==> src/rtl/brr_pkg.sv <==
package brr_pkg;

  localparam int TAG_W     = 3;
  localparam int LINE_W    = 4;
  localparam int ORDER_BIT = 5;
  localparam int LINE_LSB  = 6;
  localparam int ADDR_W    = LINE_LSB + LINE_W;
  localparam int DATA_W    = 128;
  localparam int LANE_W    = 32;
  localparam int BEATS     = 4;
  localparam int BEAT_W    = $clog2(BEATS);

  typedef struct packed {
    logic [TAG_W-1:0]  tag;
    logic [LINE_W-1:0] line;
    logic              order;
    logic              dummy;
  } rd_entry_t;

  // Beat index on the bus for a given position within the burst.
  function automatic logic [BEAT_W-1:0] beat_index(logic [BEAT_W-1:0] pos, logic order);
    return pos ^ {order, {(BEAT_W-1){1'b0}}};
  endfunction

  // Behavioural line store: content is computed from line and beat.
  function automatic logic [DATA_W-1:0] line_word(logic [LINE_W-1:0] line,
                                                  logic [BEAT_W-1:0] beat);
    logic [DATA_W-1:0] w;
    w = '0;
    for (int k = 0; k < DATA_W / LANE_W; k++)
      w[k*LANE_W +: LANE_W] = {8'hA5, 8'(line), 8'(beat), 8'(k)};
    return w;
  endfunction

endpackage

==> src/rtl/brr_bank_front.sv <==
module brr_bank_front
  import brr_pkg::*;
#(
  parameter int MEM_LAT = 4,
  parameter int MIN_GAP = 3,
  parameter int MAX_OUT = 8
) (
  input  logic              clk,
  input  logic              rst_n,
  input  logic              req,
  input  logic [TAG_W-1:0]  tag,
  input  logic [ADDR_W-1:0] addr,
  input  logic              dummy,
  input  logic              pop,
  input  logic              done,
  input  logic [TAG_W-1:0]  done_tag,
  output logic              ack,
  output logic              err,
  output rd_entry_t         head,
  output logic              head_vld
);

  localparam int NTAGS = 1 << TAG_W;
  localparam int CNT_W = $clog2(MAX_OUT + 1);
  localparam int GAP_W = $clog2(MIN_GAP + 1);
  localparam int PTR_W = $clog2(MAX_OUT);

  logic [NTAGS-1:0] busy_tags;
  logic [CNT_W-1:0] n_out;
  logic [GAP_W-1:0] gap_cnt;

  // Named intake events
  logic dup_hit, full_hit, gap_hit, accept;
  logic unused_low_addr;

  assign n_out    = CNT_W'($countones(busy_tags));
  assign dup_hit  = req && busy_tags[tag];
  assign full_hit = req && (n_out >= CNT_W'(MAX_OUT));
  assign gap_hit  = req && (gap_cnt != '0);
  assign accept   = req && !dup_hit && !full_hit && !gap_hit;
  assign unused_low_addr = ^addr[ORDER_BIT-1:0];

  rd_entry_t new_ent;
  always_comb begin
    new_ent.tag   = tag;
    new_ent.line  = addr[LINE_LSB +: LINE_W];
    new_ent.order = addr[ORDER_BIT];
    new_ent.dummy = dummy;
  end

  always_ff @(posedge clk) begin
    if (!rst_n) begin
      ack     <= 1'b0;
      err     <= 1'b0;
      gap_cnt <= '0;
    end else begin
      ack <= accept;
      err <= req && !accept;
      if (accept)              gap_cnt <= GAP_W'(MIN_GAP);
      else if (gap_cnt != '0)  gap_cnt <= gap_cnt - 1'b1;
    end
  end

  always_ff @(posedge clk) begin
    if (!rst_n) begin
      busy_tags <= '0;
    end else begin
      for (int t = 0; t < NTAGS; t++)
        busy_tags[t] <= (busy_tags[t] && !(done && done_tag == TAG_W'(t))) ||
                        (accept && tag == TAG_W'(t));
    end
  end

  // Fixed-latency memory pipeline
  logic      pipe_vld [MEM_LAT];
  rd_entry_t pipe_ent [MEM_LAT];

  for (genvar s = 0; s < MEM_LAT; s++) begin : g_lat
    if (s == 0) begin : g_first
      always_ff @(posedge clk) begin
        if (!rst_n) pipe_vld[0] <= 1'b0;
        else        pipe_vld[0] <= accept;
        pipe_ent[0] <= new_ent;
      end
    end else begin : g_next
      always_ff @(posedge clk) begin
        if (!rst_n) pipe_vld[s] <= 1'b0;
        else        pipe_vld[s] <= pipe_vld[s-1];
        pipe_ent[s] <= pipe_ent[s-1];
      end
    end
  end

  // Ready queue
  logic             push;
  rd_entry_t        q_mem [MAX_OUT];
  logic [PTR_W-1:0] wr_ptr, rd_ptr;
  logic [CNT_W-1:0] occ;

  assign push     = pipe_vld[MEM_LAT-1];
  assign head     = q_mem[rd_ptr];
  assign head_vld = (occ != '0);

  always_ff @(posedge clk) begin
    if (push) q_mem[wr_ptr] <= pipe_ent[MEM_LAT-1];
  end

  always_ff @(posedge clk) begin
    if (!rst_n) begin
      wr_ptr <= '0;
      rd_ptr <= '0;
      occ    <= '0;
    end else begin
      if (push) wr_ptr <= (wr_ptr == PTR_W'(MAX_OUT-1)) ? '0 : wr_ptr + 1'b1;
      if (pop)  rd_ptr <= (rd_ptr == PTR_W'(MAX_OUT-1)) ? '0 : rd_ptr + 1'b1;
      case ({push, pop})
        2'b10:   occ <= occ + 1'b1;
        2'b01:   occ <= occ - 1'b1;
        default: occ <= occ;
      endcase
    end
  end

  assert_ack_pulse_R1: assert property (@(posedge clk) disable iff (!rst_n)
    ack |=> !ack);
  assert_ack_after_req_R1: assert property (@(posedge clk) disable iff (!rst_n)
    ack |-> $past(req));
  assert_cap_R2: assert property (@(posedge clk) disable iff (!rst_n)
    n_out <= CNT_W'(MAX_OUT));
  assert_queue_room_R2: assert property (@(posedge clk) disable iff (!rst_n)
    push |-> (occ < CNT_W'(MAX_OUT)));
  assert_dup_rejected_R3: assert property (@(posedge clk) disable iff (!rst_n)
    dup_hit |=> (err && !ack));
  assert_gap_rejected_R11: assert property (@(posedge clk) disable iff (!rst_n)
    gap_hit |=> (err && !ack));

endmodule

==> src/rtl/brr_beat_engine.sv <==
module brr_beat_engine
  import brr_pkg::*;
#(
  parameter int NUM_BANKS = 2
) (
  input  logic                  clk,
  input  logic                  rst_n,
  input  rd_entry_t             head     [NUM_BANKS],
  input  logic [NUM_BANKS-1:0]  head_vld,
  output logic [NUM_BANKS-1:0]  pop,
  output logic [NUM_BANKS-1:0]  done,
  output logic [TAG_W-1:0]      done_tag,
  output logic [NUM_BANKS-1:0]  rsp_vld,
  output logic [TAG_W-1:0]      rsp_tag,
  output logic [BEAT_W-1:0]     rsp_beat,
  output logic [DATA_W-1:0]     rsp_data
);

  localparam int SEL_W = (NUM_BANKS > 1) ? $clog2(NUM_BANKS) : 1;

  logic              busy;
  logic [BEAT_W-1:0] pos;
  logic [SEL_W-1:0]  sel;
  rd_entry_t         cur;

  // Named engine events
  logic             found, last_beat, load;
  logic [SEL_W-1:0] pick;

  always_comb begin
    found = 1'b0;
    pick  = '0;
    for (int b = NUM_BANKS - 1; b >= 0; b--) begin
      if (head_vld[b]) begin
        found = 1'b1;
        pick  = SEL_W'(b);
      end
    end
  end

  assign last_beat = busy && (pos == BEAT_W'(BEATS - 1));
  assign load      = found && (!busy || last_beat);

  always_ff @(posedge clk) begin
    if (!rst_n) begin
      busy <= 1'b0;
      pos  <= '0;
      sel  <= '0;
      cur  <= '0;
    end else if (load) begin
      busy <= 1'b1;
      pos  <= '0;
      sel  <= pick;
      cur  <= head[pick];
    end else if (last_beat) begin
      busy <= 1'b0;
    end else if (busy) begin
      pos <= pos + 1'b1;
    end
  end

  for (genvar b = 0; b < NUM_BANKS; b++) begin : g_bank
    assign pop[b]     = load && (pick == SEL_W'(b));
    assign done[b]    = last_beat && (sel == SEL_W'(b));
    assign rsp_vld[b] = busy && (sel == SEL_W'(b));
  end

  assign done_tag = cur.tag;
  assign rsp_tag  = busy ? cur.tag : '0;
  assign rsp_beat = busy ? beat_index(pos, cur.order) : '0;
  assign rsp_data = (busy && !cur.dummy) ? line_word(cur.line, rsp_beat) : '0;

  assert_one_bank_R6: assert property (@(posedge clk) disable iff (!rst_n)
    $onehot0(rsp_vld));
  assert_no_interleave_R6: assert property (@(posedge clk) disable iff (!rst_n)
    (busy && !last_beat) |=> (busy && $stable(sel) && $stable(rsp_tag)));
  assert_beat_step_R5: assert property (@(posedge clk) disable iff (!rst_n)
    (busy && !last_beat) |=> (rsp_beat == BEAT_W'($past(rsp_beat) + 1'b1)));
  assert_dummy_zero_R7: assert property (@(posedge clk) disable iff (!rst_n)
    (busy && cur.dummy) |-> (rsp_data == '0));
  assert_bank0_first_R10: assert property (@(posedge clk) disable iff (!rst_n)
    (load && head_vld[0]) |-> pop[0]);

endmodule

==> src/rtl/burst_read_responder.sv <==
module burst_read_responder
  import brr_pkg::*;
#(
  parameter int NUM_BANKS = 2,
  parameter int MEM_LAT   = 4,
  parameter int MIN_GAP   = 3,
  parameter int MAX_OUT   = 8
) (
  input  logic                          clk,
  input  logic                          rst_n,
  input  logic [NUM_BANKS-1:0]          rd_req,
  input  logic [NUM_BANKS*TAG_W-1:0]    rd_tag,
  input  logic [NUM_BANKS*ADDR_W-1:0]   rd_addr,
  input  logic [NUM_BANKS-1:0]          rd_dummy,
  output logic [NUM_BANKS-1:0]          rd_ack,
  output logic [NUM_BANKS-1:0]          proto_err,
  output logic [NUM_BANKS-1:0]          rsp_vld,
  output logic [TAG_W-1:0]              rsp_tag,
  output logic [BEAT_W-1:0]             rsp_beat,
  output logic [DATA_W-1:0]             rsp_data
);

  rd_entry_t            head_w [NUM_BANKS];
  logic [NUM_BANKS-1:0] head_vld_w, pop_w, done_w;
  logic [TAG_W-1:0]     done_tag_w;

  for (genvar b = 0; b < NUM_BANKS; b++) begin : g_front
    brr_bank_front #(
      .MEM_LAT (MEM_LAT),
      .MIN_GAP (MIN_GAP),
      .MAX_OUT (MAX_OUT)
    ) u_front (
      .clk      (clk),
      .rst_n    (rst_n),
      .req      (rd_req[b]),
      .tag      (rd_tag[b*TAG_W +: TAG_W]),
      .addr     (rd_addr[b*ADDR_W +: ADDR_W]),
      .dummy    (rd_dummy[b]),
      .pop      (pop_w[b]),
      .done     (done_w[b]),
      .done_tag (done_tag_w),
      .ack      (rd_ack[b]),
      .err      (proto_err[b]),
      .head     (head_w[b]),
      .head_vld (head_vld_w[b])
    );
  end

  brr_beat_engine #(.NUM_BANKS(NUM_BANKS)) u_engine (
    .clk      (clk),
    .rst_n    (rst_n),
    .head     (head_w),
    .head_vld (head_vld_w),
    .pop      (pop_w),
    .done     (done_w),
    .done_tag (done_tag_w),
    .rsp_vld  (rsp_vld),
    .rsp_tag  (rsp_tag),
    .rsp_beat (rsp_beat),
    .rsp_data (rsp_data)
  );

  assert_ack_err_exclusive_R1: assert property (@(posedge clk) disable iff (!rst_n)
    (rd_ack & proto_err) == '0);

endmodule

==> config.mk <==
export PLATFORM = sky130hd
export DESIGN_NAME = burst_read_responder
export DESIGN_NICKNAME = d
export VERILOG_FILES = /design/src/rtl/brr_pkg.sv /design/src/rtl/brr_bank_front.sv /design/src/rtl/brr_beat_engine.sv /design/src/rtl/burst_read_responder.sv
export SDC_FILE = /design/constraint.sdc
export NUM_CORES = 1
export LEC_CHECK = 0
export BUFFER_PORTS_ARGS = -buffer_cell sky130_fd_sc_hd__buf_2
export CORE_UTILIZATION = 40
export DETAILED_ROUTE_END_ITERATION = 16
export HOLD_SLACK_MARGIN = 0.1
export PLACE_DENSITY_LB_ADDON = 0.1
export SETUP_SLACK_MARGIN = 0.3
export SLEW_MARGIN = 40
export SYNTH_ARGS = -nofsm -noshare
export SYNTH_HDL_FRONTEND = slang
export SYNTH_HIERARCHICAL = 1
export SYNTH_SLANG_ARGS = --single-unit
export TNS_END_PERCENT = 5
==> constraint.sdc <==
create_clock -name clk -period 3.1 [get_ports clk]
set_input_delay 0.62 -clock clk [delete_from_list [all_inputs] [get_ports clk]]
set_output_delay 0.62 -clock clk [all_outputs]
set_load 0.03 [all_outputs]
==> results.md <==
- Vias post-DR: 5851
- Die area: 0.02940 mm^2
- Period utilization: 99.21%
- Worst setup EP type: flip-flop
- Ports: 171
- DRC errors left: 0
- YS warnings: 6
- Xor/xnor share of the synthesized area: 0.6100%
- EDFF count, synth: 144
- Slew Limit Fails: 0
- Clock transition at path regs: 60 ps
- Slew @ Worst Pin: 619.1 ps
- Clk sinks: 287
- Synth Cell Area: 0.01149 mm^2
- Post-synthesis simple-gate area fraction: 6.524%
- Share of cells above drive strength 1: 26.32%
- Initial Util: 41.01%
- Netlist cell types: 54
- Status: completed
- Setup ws final: 24.37 ps
- DR iter-0 viols: 235
- Largest family of logic cells by synthesized area: multiplexers
- Seq/Total Area, Yosys: 62.56%
- Max Buffers Root-to-Sink: 3
- Startpoint types: flip-flop
- Antenna cells: 0
- CTS tree: yes
- First-pass GRT wire length: 31.13 mm
- CTS buffer count: 30
- Total GRT Usage: 13.84%
- Top cells by area, synth: edfxtp_1 (38%), dfxtp_1 (25%), buf_4 (8.3%)
- Die span in x: 171.5 um
- Dpl hpwl: 12.98 mm
- CTS root buffer: clkbuf_16
- Pwr/cell area: 774.5 mW/mm^2
- Lkg Pwr: 4.975 nW
- CP Data Arrival Time: 3500 ps
- Worst reg-to-reg path cell count: 11
- Die Ht: 171.5 um
- DRT Wirelength: 19.98 mm
- Setup-failing EPs final: 0
- Max_slew headroom: 58.60%
- Clk_lat worst skew: 540 ps
- Hold Violations, Final: 0
- FP Rows: 61
- Leading cell type by number of instances after synthesis: edfxtp_1
- Kind of critical path: reg -> reg
- Post-place setup slack: 39.46 ps
- Cells after synthesis: 801
- Via-to-Cell Ratio: 4.603
- Mux cell area share after synthesis: 11.65%
- Critical Path Fanout Max: 4
- Area growth syn-to-layout: 12.32%
- Total grt overflow: 0
- Commonest cells post-synth: edfxtp_1 (144), dfxtp_1 (143), buf_4 (127)
- Port bufs: 76
- Mean routed wirelength per cell: 15.72 um
- Initial antenna violation count: 0
- Peak VDD IR: 0.0004014 V
- Avg Cell Area, Syn: 14.34 um^2
- Power Total: 9.993 mW
- Fmax: 325.1 MHz
- Vias in the first global route: 5771
- Fin nets: 932
- Skew final: 15.07 ps
- Cells on Worst Hold Path: 1
- Required time of the critical path: 3530 ps
- Area leader, netlist: edfxtp_1
- Main synth FF type: edfxtp_1
- Max-Cap Viols: 0
- RSZ-0062 raised after global routing: yes
- Synth top area share: 37.64%
- Post-synthesis adder-cell area fraction: 3.899%
- Filler cells: 2499
- Asr flop ratio synth: 0%
- Pre-antenna DRT Iters: 4
- Hold WC Path Type: in -> reg
- Synth Area in Compound Gates: 4.313%
- Antenna Violating Nets Remaining: 0
- Largest net degree at the start of global routing: 27
- Gpl congestion: 0.7981
- Register bit total from synthesis: 287
- Htree depth: 1
- Placeable Area: 0.02801 mm^2
- Fin crit period: 3076 ps
repair_timing:
item,CTS,global route
endpoints found under the setup margin,27,53
hold buffers,0,0
setup buffers,1,3
resized for setup,2,14
pin swaps,3,13
sequential cells by signal, indices dropped and copies added (netlist names), 6 cells and up, named ones only:
register / flops
g_front.u_front/busy_tags: 16
g_front.u_front/pipe_ent: 72
g_front.u_front/rd_ptr: 6
g_front.u_front/q_mem: 144
g_front.u_front/wr_ptr: 6
u_engine/cur: 6
g_front.u_front/occ: 8
g_front.u_front/pipe_vld: 8
area by class of cell:
type,count,area (um^2),area share [%]
multi-input cells,417,3542,27.45
well taps,378,473.0,3.666
clock buffers,40,870.8,6.749
flip-flops and latches,287,7191,55.73
clock inverters,16,145.1,1.125
repair buffers,99,553.0,4.286
inverters,34,127.6,0.9891
layer usage:
metal	GRT usage [%]	wire, um	vias to the layer above
met5	0	0	-
met4	3.727	330	0
met3	2.094	1013	27
met2	23.06	9547	175
met1	18.77	9090	2847
li1	-	-	2802
metrics by stage:
stage	hold slack [ps]	std cells	TNS, ps	util (%)	area, um^2
5_1_grt	151.5	1271	-376.8	46.06	12900
3_3_place_gp	309.7	1211	0	42.05	11780
3_5_place_dp	312.1	1211	0	42.14	11800
6_report	176.7	1271	0	46.06	12900
2_1_floorplan	309.6	884	0	-	11830
4_1_cts	151.3	1268	0	45.82	12830
power breakdown:
part	internal (mW)	switching, mW	total, mW
combinational	0.818	1.28	2.10
clock	2.14	1.42	3.56
sequential	4.18	0.151	4.33
total	7.14	2.85	9.99
worst paths after layout:
kind                                        to                         startpoint  slack (ps)
max            g_front[1].u_front/busy_tags[0]    g_front[1].u_front/busy_tags[0]          20
min reg2reg  g_front[0].u_front/pipe_ent[1][0]  g_front[0].u_front/pipe_ent[0][0]         320
min          g_front[0].u_front/pipe_ent[0][3]                         rd_addr[7]         180
max reg2reg    g_front[1].u_front/busy_tags[0]    g_front[1].u_front/busy_tags[0]          20
worst max-delay path, cell delays in order (launching register included):
cell and delay (ps):
dfxtp_2 340, fa_1 530, inv_1 50, fa_1 440, fa_1 490, inv_1 40, ha_1 170, a21o_1 220
a211oi_4 290, buf_4 160, a21oi_1 50, a311oi_1 190
logic make-up (layout without fill, tap and decap cells):
| family | Yosys count | after routing |
|---|---|---|
| DFF | 287 | 287 |
| buffers and inverters | 180 | 189 |
| and+or+nand+nor | 144 | 144 |
| muxes | 84 | 84 |
| AOI/OAI and AO/OA | 66 | 66 |
| adders and majority gates | 31 | 31 |
| xor gates and xnor gates | 8 | 8 |
| other | 1 | 84 |
layout by cell type (no fill, tap or decap), types with 5 or more instances in the layout:
master / netlist / final
o2bb2ai_2: 5 / 5
mux2i_1: 28 / 27
dfxtp_1: 143 / 140
a31oi_1: 7 / 7
mux2_2: 18 / 18
edfxtp_1: 144 / 144
buf_2: 3 / 76
a21oi_1: 22 / 19
nand2_1: 18 / 16
nor2b_1: 10 / 10
clkinv_1: 2 / 5
nand4_1: 5 / 5
conb_1: 1 / 84
ha_1: 23 / 22
nor2_1: 54 / 54
inv_1: 32 / 32
mux4_2: 38 / 38
fa_1: 8 / 8
and2_1: 20 / 19
nand2b_1: 10 / 9
xor2_1: 7 / 7
a311oi_1: 5 / 5
buf_4: 127 / 23
clkbuf_16: 0 / 32
No activity file was read; power rests on OpenSTA's default activity.
